===== src/rtl/tmr8_pkg.sv =====
// Shared types for the 8-bit timer: mode and action encodings, register
// addresses and the control byte layout. Assumes an 8-bit control byte.
package tmr8_pkg;

    typedef enum logic [1:0] {
        MODE_NORMAL = 2'd0,
        MODE_CTC    = 2'd1,
        MODE_FPWM   = 2'd2,
        MODE_SPARE  = 2'd3
    } tmr_mode_e;

    typedef enum logic [1:0] {
        ACT_OFF    = 2'd0,
        ACT_TOGGLE = 2'd1,
        ACT_CLEAR  = 2'd2,
        ACT_SET    = 2'd3
    } out_act_e;

    localparam logic [1:0] ADDR_COUNT = 2'd0;
    localparam logic [1:0] ADDR_CMP   = 2'd1;
    localparam logic [1:0] ADDR_CTRL  = 2'd2;
    localparam logic [1:0] ADDR_FLAGS = 2'd3;

    localparam int CTRL_W = 8;

    typedef struct packed {
        logic      drive_en;
        out_act_e  act;
        tmr_mode_e mode;
        logic [2:0] psel;
    } ctrl_t;

endpackage


===== src/rtl/tmr8_prescaler.sv =====
// Prescaler: a free-running divider whose low bits, masked per select,
// yield a one-cycle advance pulse. Assumes PRE_W >= 10 so that the
// largest divide (2^10) fits.
module tmr8_prescaler #(
    parameter int PRE_W = 10
) (
    input  logic       clk,
    input  logic       rst_n,
    input  logic [2:0] psel,
    output logic       tick
);
    logic [PRE_W-1:0] div_q;
    logic [PRE_W-1:0] mask;
    logic             run;
    int unsigned      sh;

    // Free-running divide chain, cleared only by reset.
    always_ff @(posedge clk) begin
        if (!rst_n) div_q <= '0;
        else        div_q <= div_q + 1'b1;
    end

    // Decode the select into a run flag and a log2 divide factor.
    always_comb begin
        run = 1'b1;
        sh  = 0;
        case (psel)
            3'd1:    sh = 0;
            3'd2:    sh = 3;
            3'd3:    sh = 6;
            3'd4:    sh = 8;
            3'd5:    sh = 10;
            default: run = 1'b0;
        endcase
        mask = PRE_W'((32'd1 << sh) - 32'd1);
    end

    // Pulse when all masked divider bits are ones.
    assign tick = run && ((div_q & mask) == mask);

endmodule


===== src/rtl/tmr8_counter.sv =====
// Counter core: holds the count, applies host writes with priority,
// advances on tick and clears on a match in clear-on-compare mode.
// Emits single-cycle match and wrap events.
module tmr8_counter
    import tmr8_pkg::*;
#(
    parameter int CNT_W = 8
) (
    input  logic             clk,
    input  logic             rst_n,
    input  logic             tick,
    input  tmr_mode_e        mode,
    input  logic             cnt_we,
    input  logic [CNT_W-1:0] cnt_wdata,
    input  logic [CNT_W-1:0] cmp_val,
    output logic [CNT_W-1:0] cnt_q,
    output logic             match_o,
    output logic             wrap_o
);
    localparam logic [CNT_W-1:0] CNT_MAX = '1;

    logic advance;

    // An advance only counts when the host is not writing the count.
    assign advance = tick && !cnt_we;
    assign match_o = advance && (cnt_q == cmp_val);
    assign wrap_o  = advance && (cnt_q == CNT_MAX);

    // Count register: host write first, then match-clear, then increment.
    always_ff @(posedge clk) begin
        if (!rst_n) begin
            cnt_q <= '0;
        end else if (cnt_we) begin
            cnt_q <= cnt_wdata;
        end else if (tick) begin
            if (mode == MODE_CTC && match_o) cnt_q <= '0;
            else                              cnt_q <= cnt_q + 1'b1;
        end
    end

endmodule


===== src/rtl/tmr8_cmp_unit.sv =====
// Compare unit: host-visible compare register plus a shadow copy.
// The shadow is used in fast PWM and reloads only on the wrap step.
// Other modes see the host register directly.
module tmr8_cmp_unit
    import tmr8_pkg::*;
#(
    parameter int CNT_W = 8
) (
    input  logic             clk,
    input  logic             rst_n,
    input  tmr_mode_e        mode,
    input  logic             wrap,
    input  logic             host_we,
    input  logic [CNT_W-1:0] host_wdata,
    output logic [CNT_W-1:0] host_q,
    output logic [CNT_W-1:0] active_q
);
    logic [CNT_W-1:0] shadow_q;

    // Host compare register, written immediately.
    always_ff @(posedge clk) begin
        if (!rst_n)       host_q <= '0;
        else if (host_we) host_q <= host_wdata;
    end

    // Shadow tracks the host value except in fast PWM between wraps.
    always_ff @(posedge clk) begin
        if (!rst_n)                         shadow_q <= '0;
        else if (mode != MODE_FPWM || wrap) shadow_q <= host_q;
    end

    assign active_q = (mode == MODE_FPWM) ? shadow_q : host_q;

endmodule


===== src/rtl/tmr8_wave_unit.sv =====
// Waveform unit: updates an internal level from match and wrap events
// per mode and action, and gates it onto the pin.
// In fast PWM the wrap step outranks a match in the same advance.
module tmr8_wave_unit
    import tmr8_pkg::*;
(
    input  logic      clk,
    input  logic      rst_n,
    input  tmr_mode_e mode,
    input  out_act_e  act,
    input  logic      match,
    input  logic      wrap,
    input  logic      drive_en,
    output logic      level_q,
    output logic      pin_o
);
    logic connected;

    // Internal level update per mode and action.
    always_ff @(posedge clk) begin
        if (!rst_n) begin
            level_q <= 1'b0;
        end else if (mode == MODE_FPWM) begin
            case (act)
                ACT_CLEAR: begin
                    if (wrap)       level_q <= 1'b1;
                    else if (match) level_q <= 1'b0;
                end
                ACT_SET: begin
                    if (wrap)       level_q <= 1'b0;
                    else if (match) level_q <= 1'b1;
                end
                default: level_q <= level_q;
            endcase
        end else if (match) begin
            case (act)
                ACT_TOGGLE: level_q <= ~level_q;
                ACT_CLEAR:  level_q <= 1'b0;
                ACT_SET:    level_q <= 1'b1;
                default:    level_q <= level_q;
            endcase
        end
    end

    // Pin gate: connected action and drive enable both required.
    assign connected = (act != ACT_OFF) && !(mode == MODE_FPWM && act == ACT_TOGGLE);
    assign pin_o     = drive_en && connected && level_q;

endmodule


===== src/rtl/tmr8_wavegen.sv =====
// Timer top: register port, control byte, sticky flags, and the
// prescaler, counter, compare and waveform units.
// Assumes CNT_W >= 8 so that the control byte fits the data bus.
module tmr8_wavegen
    import tmr8_pkg::*;
#(
    parameter int CNT_W = 8,
    parameter int PRE_W = 10
) (
    input  logic             clk,
    input  logic             rst_n,
    input  logic             reg_wr_i,
    input  logic [1:0]       reg_addr_i,
    input  logic [CNT_W-1:0] reg_wdata_i,
    output logic [CNT_W-1:0] reg_rdata_o,
    output logic             wave_o,
    output logic             wave_oe_o,
    output logic             ovf_flag_o,
    output logic             cmp_flag_o
);
    ctrl_t            ctrl_q;
    tmr_mode_e        cur_mode;
    out_act_e         cur_act;
    logic             drive_en;
    logic [2:0]       cur_psel;
    logic             tick;
    logic             cnt_we, cmp_we, ctrl_we, flag_we;
    logic [CNT_W-1:0] cnt_q, cmp_host, cmp_active;
    logic             match, wrap, level_q;
    logic             ovf_q, cmf_q;

    // Register write strobes.
    assign cnt_we  = reg_wr_i && reg_addr_i == ADDR_COUNT;
    assign cmp_we  = reg_wr_i && reg_addr_i == ADDR_CMP;
    assign ctrl_we = reg_wr_i && reg_addr_i == ADDR_CTRL;
    assign flag_we = reg_wr_i && reg_addr_i == ADDR_FLAGS;

    // Control byte register.
    always_ff @(posedge clk) begin
        if (!rst_n)       ctrl_q <= '0;
        else if (ctrl_we) ctrl_q <= ctrl_t'(reg_wdata_i[CTRL_W-1:0]);
    end

    assign cur_mode = (ctrl_q.mode == MODE_SPARE) ? MODE_NORMAL : ctrl_q.mode;
    assign cur_act  = ctrl_q.act;
    assign drive_en = ctrl_q.drive_en;
    assign cur_psel = ctrl_q.psel;

    // Sticky flags: an event sets, write-one clears, and set wins.
    always_ff @(posedge clk) begin
        if (!rst_n) begin
            ovf_q <= 1'b0;
            cmf_q <= 1'b0;
        end else begin
            if (wrap)                         ovf_q <= 1'b1;
            else if (flag_we && reg_wdata_i[0]) ovf_q <= 1'b0;
            if (match)                        cmf_q <= 1'b1;
            else if (flag_we && reg_wdata_i[1]) cmf_q <= 1'b0;
        end
    end

    // Combinational read mux.
    always_comb begin
        reg_rdata_o = '0;
        case (reg_addr_i)
            ADDR_COUNT: reg_rdata_o = cnt_q;
            ADDR_CMP:   reg_rdata_o = cmp_host;
            ADDR_CTRL:  reg_rdata_o[CTRL_W-1:0] = ctrl_q;
            default:    reg_rdata_o[1:0] = {cmf_q, ovf_q};
        endcase
    end

    tmr8_prescaler #(.PRE_W(PRE_W)) u_pre (
        .clk(clk), .rst_n(rst_n), .psel(cur_psel), .tick(tick)
    );

    tmr8_counter #(.CNT_W(CNT_W)) u_cnt (
        .clk(clk), .rst_n(rst_n), .tick(tick), .mode(cur_mode),
        .cnt_we(cnt_we), .cnt_wdata(reg_wdata_i), .cmp_val(cmp_active),
        .cnt_q(cnt_q), .match_o(match), .wrap_o(wrap)
    );

    tmr8_cmp_unit #(.CNT_W(CNT_W)) u_cmp (
        .clk(clk), .rst_n(rst_n), .mode(cur_mode), .wrap(wrap),
        .host_we(cmp_we), .host_wdata(reg_wdata_i),
        .host_q(cmp_host), .active_q(cmp_active)
    );

    tmr8_wave_unit u_wave (
        .clk(clk), .rst_n(rst_n), .mode(cur_mode), .act(cur_act),
        .match(match), .wrap(wrap), .drive_en(drive_en),
        .level_q(level_q), .pin_o(wave_o)
    );

    assign wave_oe_o  = drive_en;
    assign ovf_flag_o = ovf_q;
    assign cmp_flag_o = cmf_q;

endmodule


===== config.mk =====
export PLATFORM = sky130hd
export DESIGN_NAME = tmr8_wavegen
export DESIGN_NICKNAME = d
export VERILOG_FILES = /design/src/rtl/tmr8_pkg.sv /design/src/rtl/tmr8_prescaler.sv /design/src/rtl/tmr8_counter.sv /design/src/rtl/tmr8_cmp_unit.sv /design/src/rtl/tmr8_wave_unit.sv /design/src/rtl/tmr8_wavegen.sv
export SDC_FILE = /design/constraint.sdc
export NUM_CORES = 1
export LEC_CHECK = 0
export BUFFER_PORTS_ARGS = -buffer_cell sky130_fd_sc_hd__buf_2
export CAP_MARGIN = 20
export CORE_MARGIN = 5
export CORE_UTILIZATION = 51
export DETAILED_ROUTE_END_ITERATION = 12
export PLACE_DENSITY_LB_ADDON = 0.1
export SLEW_MARGIN = 5
export SYNTH_ARGS = -nofsm -noshare
export SYNTH_HDL_FRONTEND = slang
export SYNTH_SLANG_ARGS = --single-unit

===== constraint.sdc =====
create_clock -name clk -period 3 [get_ports clk]
set_input_delay 0.6 -clock clk [delete_from_list [all_inputs] [get_ports clk]]
set_output_delay 0.6 -clock clk [all_outputs]
set_load 0.02 [all_outputs]

==> results_dict.tcl, run 1 <==
set metrics [dict create \
    status "completed" \
    placed_area_mm2 0.002809 \
    worst_pin_slew_ps 786.7 \
    grt_pass1_wl_mm 11.52 \
    viasPerCell 5.877 \
    cts_hold_buf 0 \
    grt-ovfl-total 0 \
    syn-mean-instance-area_um2 8.286 \
    final_nets 350 \
    finalPower_mw 1.204 \
    worst_hold_slack_ps 486.3 \
    critical_path.max_fanout 10 \
    grt_pass1_vias 2249 \
    drive_gt1_share_pct 13.13 \
    diodes 0 \
    yosys_warnings 0 \
    maxCapViolCount 0 \
    synth-edff-count 0 \
    hp-class "flip-flop to flip-flop" \
    antenna_found_initial 0 \
    core_mm2 0.005107 \
    clockBufferDepth 2 \
    post-route-min-period_ps 2429 \
    setup_violations 0 \
    grt_usage_pct 22.48 \
    clk_pin_slew_ps 90 \
    avgRoutedWirePerCell_um 16.99 \
    ant_nets 0 \
    finalWorstSetupSlack_ps 570.8 \
    postCtsResizedCells 0 \
    die_area_mm2 0.006796 \
    clockRootBuffer "clkbuf_8" \
    grt_max_degree 54 \
    max_freq_ghz 0.4117 \
    ys_types 48 \
    syn_area_mm2 0.002676 \
    rsz0062_at_grt "no" \
    ios 25 \
    regArea_um2 900.9 \
    drc_errors 0 \
    port-buffer-count 24 \
    dr.pass1.iters 5 \
    slew_headroom_pct 47.56 \
    crit_path_start_kind "flip-flop" \
    start_util_pct 52.40 \
    hpwl_mm 4.832 \
    setup_tns_ps 0 \
    slew_violations 0 \
    clock_latency_ps 300 \
    cellPowerDensity_mw_per_mm2 415.9 \
    wl_mm 6.880 \
    fin_crit_sh_pct 80.97 \
    die_w_um 82.44 \
    numCtsBuffers 5 \
    fill_cells 507 \
    gp_congestion 0.8965 \
    dp_slack_ps 606.4 \
    die_h_um 82.44 \
    synthArstFlopShare_pct 0 \
    max-vdd-ir-drop_uv 239.7 \
    drtIter0Drc 119 \
    worstPathRequired_ps 3230 \
    synth_nets 339 \
    htreeDepth 2 \
    worstSetupPathType "flip-flop to flip-flop" \
    cp.arrival_ps 2660 \
    yosysSeqAreaShare_pct 33.66 \
    vias 2380 \
    worstSetupEndpointType "flip-flop" \
    cellLeakagePower_nw 1.081 \
    ys_ff_latch 45 \
    rrSetupSlack_ps 570 \
    cts_setup_buffers 0 \
    cts_tree "built" \
    hold_violations 0 \
    final_area_mm2 0.002895 \
    synthFlopType "dfxtp_1" \
    clock-sinks 45 \
    netlist_instances 323 \
    multi_input_area_mm2 0.001652 \
    std_cell_rows 26 \
    area.growth.synth_to_final_pct 8.182 \
    finClkSkew_ps 9.049 \
]
## per-stage QoR
stage | instances | utilization (%)
after detailed placement | 397 | 55.00
after CTS | 405 | 56.69
after global routing | 405 | 56.69
after global placement | 397 | 55.00
after floorplan | 323 | -
final | 405 | 56.69
## report_power, final
| part | switching [mW] | internal [mW] |
|---|---|---|
| Sequential | 0.0315 | 0.617 |
| Combinational | 0.106 | 0.0707 |
| Clock | 0.218 | 0.161 |
## critical path: stages (launching register included)
cell and delay [ps]:
dfxtp_1 520, xor2_1 120, ha_1 240, inv_1 80, o22ai_1 60, a221o_1 420
or2_1 380, a2111oi_4 320, mux2i_1 210
## state kept, by name (all words and copies together), names as in the netlist
| register | cells |
|---|---|
| u_cmp.shadow_q | 8 |
| cur_psel | 3 |
| ovf_flag_o | 1 |
| u_cnt.cnt_q | 8 |
| u_pre.div_q | 10 |
| u_wave.level_q | 1 |
| u_cmp.host_q | 8 |
| ctrl_q | 2 |
| cmp_flag_o | 1 |
| cur_act | 2 |
| wave_oe_o | 1 |
## synth_stat cells (4+ instances only)
| master | instances | area [um^2] |
|---|---|---|
| dfxtp_1 | 45 | 900.9 |
| nand3_1 | 33 | 165.2 |
| nand2_1 | 28 | 105.1 |
| o21ai_0 | 22 | 110.1 |
| mux2i_1 | 16 | 160.2 |
| clkbuf_1 | 15 | 56.30 |
| nor2_1 | 15 | 56.30 |
| nand4_1 | 13 | 81.33 |
| xnor2_1 | 13 | 113.9 |
| nor2b_1 | 12 | 75.07 |
| xor2_1 | 11 | 96.34 |
| a21boi_0 | 10 | 75.07 |
| and2_1 | 10 | 62.56 |
| a21oi_1 | 8 | 40.04 |
| o211ai_1 | 8 | 60.06 |
| o21a_1 | 8 | 60.06 |
| buf_2 | 4 | 20.02 |
| nand3b_1 | 4 | 30.03 |
## placed cells by master, fill, tap and decap left out, drive strengths merged, types with 4 or more instances in the layout
cell type / instances
a21boi: 11
a21oi: 8
and2: 10
buf: 30
clkbuf: 5
dfxtp: 45
mux2i: 16
nand2: 28
nand3: 33
nand3b: 4
nand4: 13
nor2: 15
nor2b: 12
o211ai: 8
o21a: 8
o21ai: 22
xnor2: 13
xor2: 11
## path summary, 6_finish.rpt
check,start,depth (start not counted),to
max reg2reg,cur_psel[2],8,u_wave.level_q
max,cur_psel[2],8,u_wave.level_q
min,u_wave.level_q,2,u_wave.level_q
min reg2reg,u_wave.level_q,2,u_wave.level_q
## logic make-up (layout without fill, tap and decap cells)
| family | count (synthesis) | after routing | synth area share, % |
|---|---|---|---|
| AND/OR/NAND/NOR | 133 | 133 | 26.32 |
| AO/OA/AOI/OAI | 72 | 72 | 18.33 |
| flip-flops | 45 | 45 | 33.66 |
| buffers and inverters | 27 | 39 | 4.628 |
| XOR/XNOR | 24 | 24 | 7.854 |
| multiplexers | 18 | 18 | 7.667 |
| adder cells (fa/ha/maj) | 3 | 3 | 1.403 |
| other | 1 | 1 | 0.1401 |
## metal layers
metal  wire [um]  vias up  GRT usage (%)  share of wire [%]
li1            -     1182              -                  -
met1        3144     1114          29.37                 46
met2        3168       71          36.54                 46
met3         464       13          5.531                6.7
met4         102        0          6.645                1.5
met5           0        -              0                  0
## area by class of cell
class                      count  area share, %
clock buffer                   5          2.377
multi-input combinational    251          57.04
clock inverter                 3         0.6050
inverter                       1         0.1296
timing repair buffer          30          5.704
tap                           70          3.025
sequential                    45          31.11
Note: power is estimated with default switching activity, not from simulation.
==> inputs of run 2 (changes only) <==
clock period = 2.02 ns   (was 3 ns; I/O delays follow)
==> run 2 against run 1 <==
  * The run now ends with setup timing left
  * Clock power rose by 65%
  * Sequential cell count is the same
  * Non-clock buffer count grew 31
  * Hold slack got worse by 88 ps
  * Critical path type unchanged
  * Critical endpoint is now u_cmp.shadow_q[0]
  * Largest cell class unchanged
==> results_dict.tcl, run 2 (synthesis results as in run 1) <==
set metrics [dict create \
    regMostFlops "u_pre.div_q" \
    post-route-min-period_ps 2039 \
    setup_tns_ps -101.6 \
    cts_hold_buf 0 \
    gp_congestion 0.9073 \
    final_area_mm2 0.003218 \
    ant_nets 0 \
    drive_gt1_share_pct 23.22 \
    worstSetupEndpointType "flip-flop" \
    antenna_found_initial 0 \
    crit_path_start_kind "flip-flop" \
    finalWorstSetupSlack_ps -19.33 \
    std_cell_rows 26 \
    p_switching_mw 0.5394 \
    clockRootBuffer "clkbuf_8" \
    finalPower_mw 1.928 \
    finClkSkew_ps 7.500 \
    setup_violations 9 \
    multi_input_area_mm2 0.001699 \
    die_area_mm2 0.006796 \
    maxCapViolCount 0 \
    fin_util_pct 63.01 \
    avgRoutedWirePerCell_um 16.43 \
    clockBufferDepth 2 \
    worstPathRequired_ps 2250 \
    start_util_pct 52.40 \
    hold_violations 0 \
    htreeDepth 2 \
    failed_checks "setup timing" \
    dp_slack_ps -61.04 \
    layout_common_cells "dfxtp_1 (42), nand3_1 (33), buf_4 (33)" \
    die_h_um 82.44 \
    placed_area_mm2 0.003062 \
    largest_reg_flops 10 \
    port-buffer-count 24 \
    slew_headroom_pct 62.01 \
    cellLeakagePower_nw 1.271 \
    diodes 0 \
    p_comb_share_pct 18.4 \
    final_common_cell "dfxtp_1" \
    stdcell_count 436 \
    vias 2421 \
    grt_usage_pct 23.38 \
    clock_latency_ps 300 \
    cp.arrival_ps 2270 \
    drtIter0Drc 211 \
    crit_chain "xor2_1, ha_2, o221ai_2, a221o_1, buf_6, nor3_4, buf_12, nand4_1, o211ai_1" \
    fin_crit_sh_pct 101.0 \
    die_w_um 82.44 \
    slew_violations 0 \
    rsz0062_at_grt "yes" \
    dr.pass1.iters 4 \
    hp-start "reg_wdata_i[7]" \
    numPlacedInstances 427 \
    critical_path.max_fanout 16 \
    grt_pass1_wl_mm 11.95 \
    grt_max_degree 37 \
    clk_pin_slew_ps 90 \
    sw_frac_of_total_pct 27.97 \
    drc_errors 0 \
    max_freq_ghz 0.4904 \
    worstSetupPathType "flip-flop to flip-flop" \
    slowest_stage "dfxtp_2" \
    area.growth.synth_to_final_pct 20.24 \
    cts_tree "built" \
    worst_pin_slew_ps 569.9 \
    status "complete, but fails checks" \
    fill_cells 474 \
    ios 25 \
    cellPowerDensity_mw_per_mm2 599.1 \
    hp-class "input port to flip-flop" \
    p_clk_share_pct 32.4 \
    clock-sinks 45 \
    core_mm2 0.005107 \
    max-vdd-ir-drop_uv 380.0 \
    worstSetupStartpoint "cur_psel[2]" \
    viasPerCell 5.553 \
    internal_power_mw 1.389 \
    hpwl_mm 5.335 \
    worst_hold_slack_ps 398.5 \
    numCtsBuffers 5 \
    grt-ovfl-total 0 \
    final_nets 381 \
    grt_pass1_vias 2396 \
    slowest_delay_ps 330 \
    wl_mm 7.163 \
    regArea_um2 904.6 \
    seq_power_share_pct 49.2 \
    reg2reg_from "cur_psel[2]" \
]
## run 2: what timing repair did
item / CTS / global route
setup buffers: 0 / 1
endpoints found under the setup margin: 18 / 19
pin swaps: 4 / 5
gates cloned: 0 / 0
gates resized for setup: 8 / 4
## run 2: cell type report
| type | instances | share of cell area [%] |
|---|---|---|
| clock inverter | 1 | 0.1555 |
| tap | 70 | 2.722 |
| sequential | 45 | 28.11 |
| timing repair buffer | 61 | 13.10 |
| inverter | 1 | 0.1166 |
| clock buffer | 7 | 2.994 |
| multi-input combinational | 251 | 52.80 |
## run 2: final timing paths
| check | cells after the start | slack, ps | endpoint |
|---|---|---|---|
| hold reg to reg | 2 | 480 | cmp_flag_o |
| setup reg to reg | 9 | -20 | u_cmp.shadow_q[0] |
| hold / removal | 3 | 400 | wave_oe_o |
| setup / recovery | 9 | -20 | u_cmp.shadow_q[0] |
## run 2: per-layer routing
metal,up-vias,global-route usage (%),routed length (um)
met5,-,0,0
met3,10,3.905,223
met2,45,38.86,3388
met1,1122,30.79,3435
met4,0,7.309,117
li1,1244,-,-
## run 2: critical path, delay by kind of cell, from the launching register on
kind / cells / cell delay [ps]
adder cells (fa/ha/maj): 1 / 330
buffers and inverters: 2 / 310
XOR/XNOR: 1 / 150
AO/OA/AOI/OAI: 3 / 510
AND/OR/NAND/NOR: 2 / 340
flip-flops: 1 / 330
## run 2: power groups by stage
stage	clock network (mW)	logic [mW]	registers [mW]
after floorplan	0	0.210	0.962
after global placement	0	0.334	0.968
after detailed placement	0	0.338	0.968
after CTS	0.630	0.348	0.948
after global routing	0.682	0.387	0.954
final	0.624	0.355	0.949
